### src/rtl/dxb_pkg.sv
package dxb_pkg;

    typedef struct packed {
        logic ux;
        logic ur;
        logic uw;
        logic sx;
        logic sr;
        logic sw;
    } prot_t;

    typedef struct packed {
        logic vle;
        logic wt;
        logic ci;
        logic coh;
        logic grd;
        logic le;
    } attr_t;

    typedef enum logic [1:0] {
        ACC_FETCH = 2'b00,
        ACC_LOAD  = 2'b01,
        ACC_STORE = 2'b10,
        ACC_STX   = 2'b11
    } acc_e;

    localparam prot_t PROT_ALL = '{ux: 1'b1, ur: 1'b1, uw: 1'b1,
                                   sx: 1'b1, sr: 1'b1, sw: 1'b1};

    function automatic logic perm_ok(input prot_t p, input logic [1:0] acc,
                                     input logic sup);
        logic x, r, w;
        x = sup ? p.sx : p.ux;
        r = sup ? p.sr : p.ur;
        w = sup ? p.sw : p.uw;
        if (acc[1])      return w;
        else if (acc[0]) return r;
        else             return x;
    endfunction

endpackage

### src/rtl/dxb_session.sv
module dxb_session (
    input  logic clk,
    input  logic rst,
    input  logic enter_i,
    input  logic go_i,
    input  logic exit_i,
    output logic active_o
);
    logic sess_q;
    logic leave;

    assign leave = go_i && exit_i;

    always_ff @(posedge clk) begin
        if (rst)          sess_q <= 1'b0;
        else if (enter_i) sess_q <= 1'b1;
        else if (leave)   sess_q <= 1'b0;
    end

    assign active_o = sess_q;

    AST_SESS_ENTER: assert property (@(posedge clk) disable iff (rst)
        enter_i |=> sess_q);
    AST_SESS_EXIT: assert property (@(posedge clk) disable iff (rst)
        (go_i && exit_i && !enter_i) |=> !sess_q);
    AST_SESS_HOLD: assert property (@(posedge clk) disable iff (rst)
        (!enter_i && !(go_i && exit_i)) |=> $stable(sess_q));

endmodule

### src/rtl/dxb_tlb.sv
module dxb_tlb
    import dxb_pkg::*;
#(
    parameter int ENTRIES = 8,
    parameter int VPN_W   = 20,
    localparam int IDX_W  = $clog2(ENTRIES)
) (
    input  logic             clk,
    input  logic             rst,
    input  logic             we_i,
    input  logic [IDX_W-1:0] widx_i,
    input  logic             wvalid_i,
    input  logic [VPN_W-1:0] wvpn_i,
    input  logic [VPN_W-1:0] wrpn_i,
    input  prot_t            wprot_i,
    input  attr_t            wattr_i,
    input  logic [VPN_W-1:0] vpn_i,
    output logic             hit_o,
    output logic [VPN_W-1:0] rpn_o,
    output prot_t            prot_o,
    output attr_t            attr_o
);
    logic [ENTRIES-1:0] valid_q;
    logic [VPN_W-1:0]   vpn_q  [ENTRIES];
    logic [VPN_W-1:0]   rpn_q  [ENTRIES];
    prot_t              prot_q [ENTRIES];
    attr_t              attr_q [ENTRIES];
    logic [ENTRIES-1:0] match;
    logic [ENTRIES-1:0] sel;

    for (genvar g = 0; g < ENTRIES; g++) begin : g_ent
        always_ff @(posedge clk) begin
            if (rst) begin
                valid_q[g] <= 1'b0;
                vpn_q[g]   <= '0;
                rpn_q[g]   <= '0;
                prot_q[g]  <= '0;
                attr_q[g]  <= '0;
            end else if (we_i && widx_i == IDX_W'(g)) begin
                valid_q[g] <= wvalid_i;
                vpn_q[g]   <= wvpn_i;
                rpn_q[g]   <= wrpn_i;
                prot_q[g]  <= wprot_i;
                attr_q[g]  <= wattr_i;
            end
        end
        assign match[g] = valid_q[g] && (vpn_q[g] == vpn_i);
    end

    always_comb begin
        logic taken;
        taken = 1'b0;
        sel   = '0;
        for (int i = 0; i < ENTRIES; i++) begin
            if (match[i] && !taken) begin
                sel[i] = 1'b1;
                taken  = 1'b1;
            end
        end
    end

    always_comb begin
        rpn_o  = '0;
        prot_o = '0;
        attr_o = '0;
        for (int i = 0; i < ENTRIES; i++) begin
            if (sel[i]) begin
                rpn_o  = rpn_o  | rpn_q[i];
                prot_o = prot_o | prot_q[i];
                attr_o = attr_o | attr_q[i];
            end
        end
    end

    assign hit_o = |match;

    AST_SEL_ONEHOT: assert property (@(posedge clk) disable iff (rst)
        $onehot0(sel) && ((sel & ~match) == '0));
    AST_WR_VISIBLE: assert property (@(posedge clk) disable iff (rst)
        we_i |=> valid_q[$past(widx_i)] == $past(wvalid_i));

endmodule

### src/rtl/dxb_select.sv
module dxb_select
    import dxb_pkg::*;
#(
    parameter int EA_W = 32,
    parameter int PG_W = 12,
    localparam int VPN_W = EA_W - PG_W
) (
    input  logic             clk,
    input  logic             rst,
    input  logic             bypass_i,
    input  attr_t            dbg_attr_i,
    input  logic [EA_W-1:0]  ea_i,
    input  logic [1:0]       acc_i,
    input  logic             sup_i,
    input  logic             hit_i,
    input  logic [VPN_W-1:0] rpn_i,
    input  prot_t            prot_i,
    input  attr_t            attr_i,
    output logic [EA_W-1:0]  ra_o,
    output prot_t            prot_o,
    output attr_t            attr_o,
    output logic             miss_o,
    output logic             fault_o
);
    always_comb begin
        if (bypass_i) begin
            ra_o    = ea_i;
            prot_o  = PROT_ALL;
            attr_o  = dbg_attr_i;
            miss_o  = 1'b0;
            fault_o = 1'b0;
        end else if (hit_i) begin
            ra_o    = {rpn_i, ea_i[PG_W-1:0]};
            prot_o  = prot_i;
            attr_o  = attr_i;
            miss_o  = 1'b0;
            fault_o = !perm_ok(prot_i, acc_i, sup_i);
        end else begin
            ra_o    = '0;
            prot_o  = '0;
            attr_o  = '0;
            miss_o  = 1'b1;
            fault_o = 1'b0;
        end
    end

    AST_BYP_IDENTITY: assert property (@(posedge clk) disable iff (rst)
        bypass_i |-> (ra_o == ea_i) && (prot_o == PROT_ALL));
    AST_BYP_NO_FAULT: assert property (@(posedge clk) disable iff (rst)
        bypass_i |-> !miss_o && !fault_o);
    AST_MISS_FAULT_EXCL: assert property (@(posedge clk) disable iff (rst)
        !(miss_o && fault_o));
    AST_HIT_OFFSET: assert property (@(posedge clk) disable iff (rst)
        (!bypass_i && hit_i) |-> ra_o[PG_W-1:0] == ea_i[PG_W-1:0]);

endmodule

### src/rtl/dbg_xlate_bypass.sv
module dbg_xlate_bypass
    import dxb_pkg::*;
#(
    parameter int EA_W    = 32,
    parameter int PG_W    = 12,
    parameter int ENTRIES = 8,
    localparam int VPN_W  = EA_W - PG_W,
    localparam int IDX_W  = $clog2(ENTRIES)
) (
    input  logic             clk,
    input  logic             rst,
    input  logic             dbg_enter_i,
    input  logic             go_cmd_i,
    input  logic             go_exit_i,
    input  logic             xlat_dis_i,
    input  logic [5:0]       dbg_attr_i,
    input  logic [EA_W-1:0]  ea_i,
    input  logic [1:0]       acc_i,
    input  logic             sup_i,
    input  logic             tlb_we_i,
    input  logic [IDX_W-1:0] tlb_widx_i,
    input  logic             tlb_wvalid_i,
    input  logic [VPN_W-1:0] tlb_wvpn_i,
    input  logic [VPN_W-1:0] tlb_wrpn_i,
    input  logic [5:0]       tlb_wprot_i,
    input  logic [5:0]       tlb_wattr_i,
    output logic [EA_W-1:0]  ra_o,
    output logic [5:0]       prot_o,
    output logic [5:0]       attr_o,
    output logic             tlb_miss_o,
    output logic             stor_fault_o
);
    logic             in_session;
    logic             bypass;
    logic             hit;
    logic [VPN_W-1:0] t_rpn;
    prot_t            t_prot;
    attr_t            t_attr;
    prot_t            o_prot;
    attr_t            o_attr;

    dxb_session u_sess (
        .clk      (clk),
        .rst      (rst),
        .enter_i  (dbg_enter_i),
        .go_i     (go_cmd_i),
        .exit_i   (go_exit_i),
        .active_o (in_session)
    );

    assign bypass = in_session && xlat_dis_i;

    dxb_tlb #(.ENTRIES(ENTRIES), .VPN_W(VPN_W)) u_tlb (
        .clk      (clk),
        .rst      (rst),
        .we_i     (tlb_we_i),
        .widx_i   (tlb_widx_i),
        .wvalid_i (tlb_wvalid_i),
        .wvpn_i   (tlb_wvpn_i),
        .wrpn_i   (tlb_wrpn_i),
        .wprot_i  (prot_t'(tlb_wprot_i)),
        .wattr_i  (attr_t'(tlb_wattr_i)),
        .vpn_i    (ea_i[EA_W-1:PG_W]),
        .hit_o    (hit),
        .rpn_o    (t_rpn),
        .prot_o   (t_prot),
        .attr_o   (t_attr)
    );

    dxb_select #(.EA_W(EA_W), .PG_W(PG_W)) u_sel (
        .clk        (clk),
        .rst        (rst),
        .bypass_i   (bypass),
        .dbg_attr_i (attr_t'(dbg_attr_i)),
        .ea_i       (ea_i),
        .acc_i      (acc_i),
        .sup_i      (sup_i),
        .hit_i      (hit),
        .rpn_i      (t_rpn),
        .prot_i     (t_prot),
        .attr_i     (t_attr),
        .ra_o       (ra_o),
        .prot_o     (o_prot),
        .attr_o     (o_attr),
        .miss_o     (tlb_miss_o),
        .fault_o    (stor_fault_o)
    );

    assign prot_o = o_prot;
    assign attr_o = o_attr;

    AST_OUTSIDE_NORMAL: assert property (@(posedge clk) disable iff (rst)
        (!in_session && !hit) |-> tlb_miss_o);
    AST_BYP_ATTR: assert property (@(posedge clk) disable iff (rst)
        bypass |-> attr_o == dbg_attr_i);

endmodule

### config.mk
export PLATFORM = sky130hd
export DESIGN_NAME = dbg_xlate_bypass
export DESIGN_NICKNAME = d
export VERILOG_FILES = /design/src/rtl/dxb_pkg.sv /design/src/rtl/dxb_session.sv /design/src/rtl/dxb_tlb.sv /design/src/rtl/dxb_select.sv /design/src/rtl/dbg_xlate_bypass.sv
export SDC_FILE = /design/constraint.sdc
export NUM_CORES = 1
export LEC_CHECK = 0
export ABC_AREA = 1
export BUFFER_PORTS_ARGS = -buffer_cell sky130_fd_sc_hd__buf_2
export CAP_MARGIN = 15
export CORE_UTILIZATION = 45
export CTS_BUF_LIST = sky130_fd_sc_hd__clkbuf_8 sky130_fd_sc_hd__clkbuf_16
export DETAILED_ROUTE_END_ITERATION = 6
export SETUP_SLACK_MARGIN = 0.05
export SLEW_MARGIN = 20
export SYNTH_ARGS = -nofsm -noshare
export SYNTH_HDL_FRONTEND = slang
export SYNTH_SLANG_ARGS = --single-unit
export TNS_END_PERCENT = 5
### constraint.sdc
create_clock -name clk -period 5.1 [get_ports clk]
set_input_delay 0.765 -clock clk [delete_from_list [all_inputs] [get_ports clk]]
set_output_delay 0.765 -clock clk [all_outputs]
set_load 0.01 [all_outputs]
==> key figures, run 1 <==
Global routing
  – First-pass GRT wire length: 91790 um
  – Initial antenna violation count: 1
  – Grt total ovfl: 0
  – Vias in the first global route: ~15000
  – Largest net degree at the start of global routing: 53
  – Total GRT Usage: 28.19%

Synth
  – Cells after Synth: 2066
  – Count leader, synth: nor2_1
  – Syn nets: 2170
  – Synth top area share: between 60% and 70%
  – Most instantiated cells after synthesis: 514 x nor2_1, 483 x nand2_1, 416 x edfxtp_1
  – Post-synth EDFFs: 416
  – Top_reg_cell synth: edfxtp_1
  – Synth warnings: 0
  – #FFs+latches synth: 425
  – Synthesized area: 19980 um2
  – Largest cells by area after synthesis: edfxtp_1 63%, nor2_1 9.7%, nand2_1 9.1%, inv_1 3.0%, nand3_1 2.6%
  – Syn_area_per_cell: 9.669 um2
  – Yosys cell types: 50
  – Post-synth top area cell: edfxtp_1
  – FFs w/ async S/R, synth: 0%
  – Register area share after synthesis: 63.43%

Timing
  – Slew Viols, Final: 0
  – Count of final setup violators: 0
  – Final hold vios: 0
  – RSZ-0062 raised after global routing: no
  – Period minus WS final: between 4 and 5 ns
  – Slew at the pin with the worst max-slew slack: 1.032 ns
  – Max Clk Rate: 0.2094 GHz
  – Clock skew: 0 ns
  – Rel. slew slack: 31.02%
  – Final period utilization: roughly 94%
  – Setup tns final: 0 ns

Power and ir drop
  – Peak VDD IR: 0.2218 mV
  – Pwr Density: roughly 350 nW/um2
  – Pleak: a little under 0.01 uW

Setup path
  – Number of cells on the worst reg-to-reg path: 2
  – Most common cell on crit path: nand2_1
  – CP peak stage delay: 0.60 ns
  – CP Capture Type: output pin
  – Crit path DAT: 4.01 ns
  – Startpoint Class: primary input
  – CP max stage cell: inv_2
  – Req. time, crit path: about 4.3 ns
  – Crit path cell chain: buf_2, inv_2, nand2_1, nand2_1, nor2_1, nand2_1, nor2_1, nand2_1, nor2_2, nand4_2, inv_2, nand2_1, nand3_1, a21oi_1, nand3_1, nand2_1, o21ai_1, buf_2
  – CP Max Fanout: 26
  – CP Class: primary input to output pin

Floorplanning
  – Die footprint: 45240 um2
  – # rows: 76
  – Die H: 212.7 um
  – Chip Width: 212.7 um
  – I/O pins: 150
  – Core ar.: between 40000 and 50000 um2
  – Starting density of the core: between 40% and 50%

Routing
  – DRT iter0 DRCs: 1519
  – Post-Route WL: 62600 um
  – DR vias/cell: 5.403
  – DRC violations left: 0
  – DRT Pass-1 Iters: 5
  – Vias: 15280
  – Post-DRT Antenna Nets: 0
  – DR WL/cell: approximately 22 um

Placed design
  – Port buffer count: 149
  – DP Wirelength: 39990 um
  – Routability Congestion: 0.8828
  – Placed Cells: 2743

Clocking
  – Root buffer cell: clkbuf_16
  – H-tree Lvls: 2
  – CTS buffer count: 47
  – Hold Buf Count CTS: 0
  – CTS tree: done
  – Sink Count: 425
  – Post-CTS setup repair buffer count: 0
  – Clk_lat worst skew: about 0.57 ns
  – Clk slew on worst S/H paths: 0.06 ns
  – Clock Path Buffers: 3
  – Post-CTS sizing: 0

Outcome
  – Status: finished, final reports clean

Layout
  – Antenna fix cells: 0
  – Layout Cells excl Fill: 2827
  – Layout Nets: 2311
  – Share of layout cells above drive strength 1: between 10% and 20%
  – Area delta synth->final: 13.56%

Run
  – Max-cap check violation count: 0

Hold path
  – Worst min-delay path class: primary input to flop
  – WHS Path Cells: 2
## layout make-up
| class | instances | area [um2] |
|---|---|---|
| fill | 3917 | 20770 |
| sequential | 425 | 12670 |
| multi-input combinational | 1364 | 6122 |
| clock buffer | 49 | 1226 |
| timing repair buffer | 182 | 1018 |
| tap | 585 | 732.0 |
| inverter | 187 | 711.9 |
| clock inverter | 35 | 202.7 |
## stage by stage
| step | hold slack, ns | area [um2] | utilization [%] | power (uW) | setup WS [ns] |
|---|---|---|---|---|---|
| 4_1_cts | 0.3916 | 22690 | 52.20 | 7939 | 0.3494 |
| 3_5_place_dp | 0.4878 | 21260 | 48.91 | 4780 | 0.3771 |
| 6_report | 0.4182 | 22690 | 52.20 | 7918 | 0.3236 |
| 5_1_grt | 0.3995 | 22690 | 52.20 | 8138 | 0.1467 |
| 2_1_floorplan | 0.4466 | 19980 | - | 4515 | 1.819 |
| 3_3_place_gp | 0.4652 | 21260 | 48.91 | 4768 | 0.3388 |
## report_power, final
group	leakage, uW	internal, uW	switching (uW)
Clock	0.000741	1820	1380
Combinational	0.00478	144	422
Sequential	0.00409	4070	82.7
Total	0.00962	6030	1880
## per-layer routing
metal	GRT usage (%)	wire length, um
met5	0	0
met4	10.47	2214
met3	6.177	5631
met2	45.46	28990
met1	37.33	25760
## cells by family after synthesis
| group | Yosys count | share of synthesized area (%) |
|---|---|---|
| and+or+nand+nor | 1180 | 24.58 |
| buffers and inverters | 277 | 6.144 |
| xor gates and xnor gates | 40 | 1.754 |
| DFF | 425 | 63.43 |
| AOI/OAI and AO/OA | 144 | 4.090 |
## path summary, 6_finish.rpt
| check | start | to | slack, ns |
|---|---|---|---|
| max | ea_i[25] | ra_o[28] | 0.32 |
| min | rst | u_sess.active_o | 0.42 |
| max reg2reg | u_tlb.valid_q[1] | u_tlb.valid_q[1] | 4.35 |
| min reg2reg | u_tlb.valid_q[7] | u_tlb.valid_q[7] | 0.50 |
## critical path, delay by kind of cell
family	cells	cell delay (ns)
buf+inv	4	1.39
compound gates	2	0.25
simple gates	12	1.58
## cells in the final DEF (no fill, tap or decap), types with 5 or more instances in the layout
cell       netlist  routed
nor2_1         514     514
nand2_1        483     467
edfxtp_1       416     416
inv_1          162     172
buf_2           21     149
nand3_1        104     104
clkbuf_16        0      49
o21ai_0         40      40
nand2_2         20      36
buf_4            8      31
a21oi_1         30      30
xnor2_1         26      26
a31oi_1         26      26
inv_2           22      22
o21ai_1         19      19
nand4_1         17      17
o22ai_1         16      16
xor2_1          14      14
clkinv_1         1      14
nor2_2          11      10
dfxtp_1          9       9
clkinv_2         0       8
nor2_4           6       7
nand3_2          5       5
## flip-flops by register name (all words and copies together), names as in the netlist
signal	cells
u_tlb.rpn_q	160
u_tlb.vpn_q	160
u_tlb.attr_q	48
u_tlb.prot_q	48
u_tlb.valid_q	8
u_sess.active_o	1
Note: power is estimated with default switching activity, not from simulation.
==> inputs of run 2 (changes only) <==
ABC_AREA = default   (was 1)
SYNTH_HIERARCHICAL = 1   (was default)
==> run 2 against run 1 <==
  * Highest routed layer is now met5
  * Via count is 9.3% lower
  * Critical path type is now flop to output pin
  * Largest cell class unchanged
  * Worst setup slack worse by 0.15 ns
  * Final cell count is 16% lower
  * Cell area is 4.8% higher
  * Worst hold slack worse by 0.024 ns
  * Non-clock buffer count is 40 higher
  * Combinational power is 2% higher
  * Die area is 3.1% higher
  * Largest power group unchanged
==> key figures, run 2 <==
Power and ir drop
  – Clock power frac: 40.5%
  – Net Sw Power: 1832 uW
  – Sw frac: a little under a quarter
  – Pwr Density: approximately 330 nW/um2
  – Pleak: about 0.0087 uW
  – Peak VDD IR: 0.2304 mV
  – Seq pwr share: 52.2%
  – Combinational power share: 7.3%
  – Int Power: 6106 uW

Clocking
  – Sink Count: 425
  – Clock Path Buffers: 3
  – Hold Buf Count CTS: 0
  – H-tree Lvls: 2
  – Root buffer cell: clkbuf_16
  – CTS buffer count: 47
  – CTS tree: done
  – Clk_lat worst skew: 0.58 ns
  – Clk slew on worst S/H paths: 0.06 ns

Synth
  – Post-Synth XOR/XNOR Area: 6.550%
  – Post-synthesis mux area share: 0.1580%
  – Largest family of logic cells by synthesized area: simple AND/OR/NAND/NOR gates
  – Post-synth top area cell: edfxtp_1
  – Synth Area in Simple Gates: roughly 19%
  – Syn nets: 1710
  – Count leader, synth: and2_1
  – Top_reg_cell synth: edfxtp_1
  – FFs w/ async S/R, synth: 0%
  – Syn_area_per_cell: 12.82 um2
  – Cells after Synth: 1606
  – Largest cells by area after synthesis: edfxtp_1 61%, and2_1 13%, xnor2_1 5.0%, a221o_1 3.1%, nand4_1 1.8%
  – Post-synth EDFFs: 416
  – Post-synthesis compound-gate area fraction: under 10%
  – Synth warnings: 6
  – Synthesized area: just over 20000 um2
  – Synth top area share: 60.66%
  – Register area share after synthesis: 61.53%
  – Yosys cell types: 43
  – #FFs+latches synth: 425
  – Most instantiated cells after synthesis: 419 x and2_1, 416 x edfxtp_1, 117 x xnor2_1
  – Post-synthesis adder-cell area fraction: 0%

Timing
  – Max Clk Rate: between 0.2 and 0.25 GHz
  – Final period utilization: 96.51%
  – RSZ-0062 raised after global routing: no
  – Final hold vios: 0
  – Clock skew: 0 ns
  – Final Hold Slack: just under 0.4 ns
  – Slew at the pin with the worst max-slew slack: 1.109 ns
  – Count of final setup violators: 0
  – Period minus WS final: 4.922 ns
  – Rel. slew slack: 25.88%
  – Slew Viols, Final: 0

Global routing
  – Total GRT Usage: 27.31%
  – Largest net degree at the start of global routing: between 60 and 70
  – Grt total ovfl: 0
  – Vias in the first global route: 13620
  – First-pass GRT wire length: 92240 um
  – Initial antenna violation count: 7

Setup path
  – Req. time, crit path: 4.34 ns
  – Startpoint Class: flop
  – Number of cells on the worst reg-to-reg path: 2
  – Crit path DAT: 4.16 ns
  – CP Class: flop to output pin
  – CP Max Fanout: 6
  – CP Capture Type: output pin

Layout
  – Post-layout util: 52.52%
  – Biggest registers after layout: u_tlb/rpn_q: 160 flops, u_tlb/vpn_q: 160 flops
  – Most common cell after layout, fill and taps aside: and2_1
  – Area delta synth->final: 15.49%
  – Fillcell total: between 3000 and 4000
  – Share of layout cells above drive strength 1: 18.14%
  – Layout Nets: 1853
  – Layout Cells excl Fill: 2387
  – Most frequent cells in the layout: 418 x and2_1, 416 x edfxtp_1, 149 x buf_2

Routing
  – Post-Route WL: 63500 um
  – Vias: between 10000 and 15000
  – DR WL/cell: about 27 um
  – DRT iter0 DRCs: 1467
  – DR vias/cell: approximately 5.8
  – DRT Pass-1 Iters: 7
  – Post-DRT Antenna Nets: 0
  – DRC violations left: 0

Floorplanning
  – Chip Width: approximately 220 um
  – Core ar.: 45280 um2
  – # rows: just under 80
  – Die footprint: 46620 um2
  – I/O pins: 150
  – Starting density of the core: 45.48%
  – Die H: ~220 um

Placed design
  – Placed Cells: 2296
  – DP Wirelength: ~40000 um
  – Routability Congestion: 0.9165
  – Port buffer count: 149

Outcome
  – Status: finished, final reports clean

Run
  – Max-cap check violation count: 0

Hold path
  – Worst min-delay path class: primary input to flop
  – WHS Path Cells: 2
[run 2: cell types whose count changed after synthesis, sizes merged, moves of 40 or more]
cell    before  now
nand2      505   17
and2         0  419
nand3      112   43
nor2       532   47
o21ai       60   12
nand4       19   59
a221o        0   64
inv        185   16
xnor2       26  117
clkbuf      45   86
[run 2: through the flow]
| step | cell area, um2 | power (uW) | TNS (ns) | setup slack (ns) |
|---|---|---|---|---|
| 6_report | 23780 | 7938 | 0 | 0.1781 |
| 5_1_grt | 23780 | 8161 | 0 | 0.06882 |
| 4_1_cts | 23720 | 7991 | 0 | 0.08808 |
| 3_5_place_dp | 22260 | 4788 | -0.03300 | -0.03300 |
| 3_3_place_gp | 22240 | 4774 | -0.01540 | -0.01540 |
| 2_1_floorplan | 20590 | 4497 | 0 | 0.8813 |
[run 2: worst paths after layout]
kind | start | endpoint | slack (ns)
worst max register to register | u_sess/active_o | u_sess/active_o | 4.48
worst min-delay path | go_exit_i | u_sess/active_o | 0.39
worst max-delay path | u_tlb/vpn_q[0][19] | stor_fault_o | 0.18
worst min register to register | u_tlb/valid_q[3] | u_tlb/valid_q[3] | 0.47
[run 2: cell families (layout without fill, tap and decap cells)]
logic type / Yosys count / in the layout
buffers and inverters: 145 / 325
other: 0 / 1
multiplexers: 2 / 2
AND/OR/NAND/NOR: 663 / 663
XOR/XNOR: 154 / 154
flip-flops: 425 / 425
AO/OA/AOI/OAI: 217 / 217
[run 2: layout make-up]
cell class	count	area, um2	share of cell area [%]
Multi-Input combinational cell	1036	7467	31.40
Inverter	17	63.81	0.2683
Clock inverter	32	163.9	0.6891
Timing Repair Buffer	222	1369	5.755
Sequential cell	425	12670	53.28
Clock buffer	54	1295	5.445
Tap cell	600	750.7	3.156
Antenna cell	1	2.502	0.01052
[run 2: power by group through the flow]
| stage | clock network [uW] | logic [uW] | registers, uW |
|---|---|---|---|
| 2_1_floorplan | 0 | 295 | 4200 |
| 3_3_place_gp | 0 | 568 | 4210 |
| 3_5_place_dp | 0 | 574 | 4210 |
| 4_1_cts | 3270 | 576 | 4140 |
| 5_1_grt | 3390 | 613 | 4160 |
| 6_report | 3220 | 578 | 4140 |
[run 2: critical path: stages, from the launching register on]
cell and delay (ns):
edfxtp_1 0.38, xnor2_1 0.44, nand4_1 0.32, nor4_4 0.39, nand4_1 0.25, buf_4 0.21, and2_1 0.26, o21a_1 0.15
a221o_1 0.36, mux4_2 0.48, nand2_1 0.08, o211a_1 0.14, buf_2 0.12
[run 2: metal layers]
metal  GRT usage (%)  vias to the layer above  part of all wire, %
met2           42.18                      658                   46
li1                -                     6135                    -
met5               0                        -                0.065
met1           38.47                     6940                   43
met4           9.883                        6                  3.1
met3           5.102                      111                  8.2
[run 2: timing repair]
item                                    in CTS  in global routing
endpoints found under the setup margin      19                 34
gates resized for setup                      1                  2
buffers inserted                             0                  4
pin swaps                                    0                  2
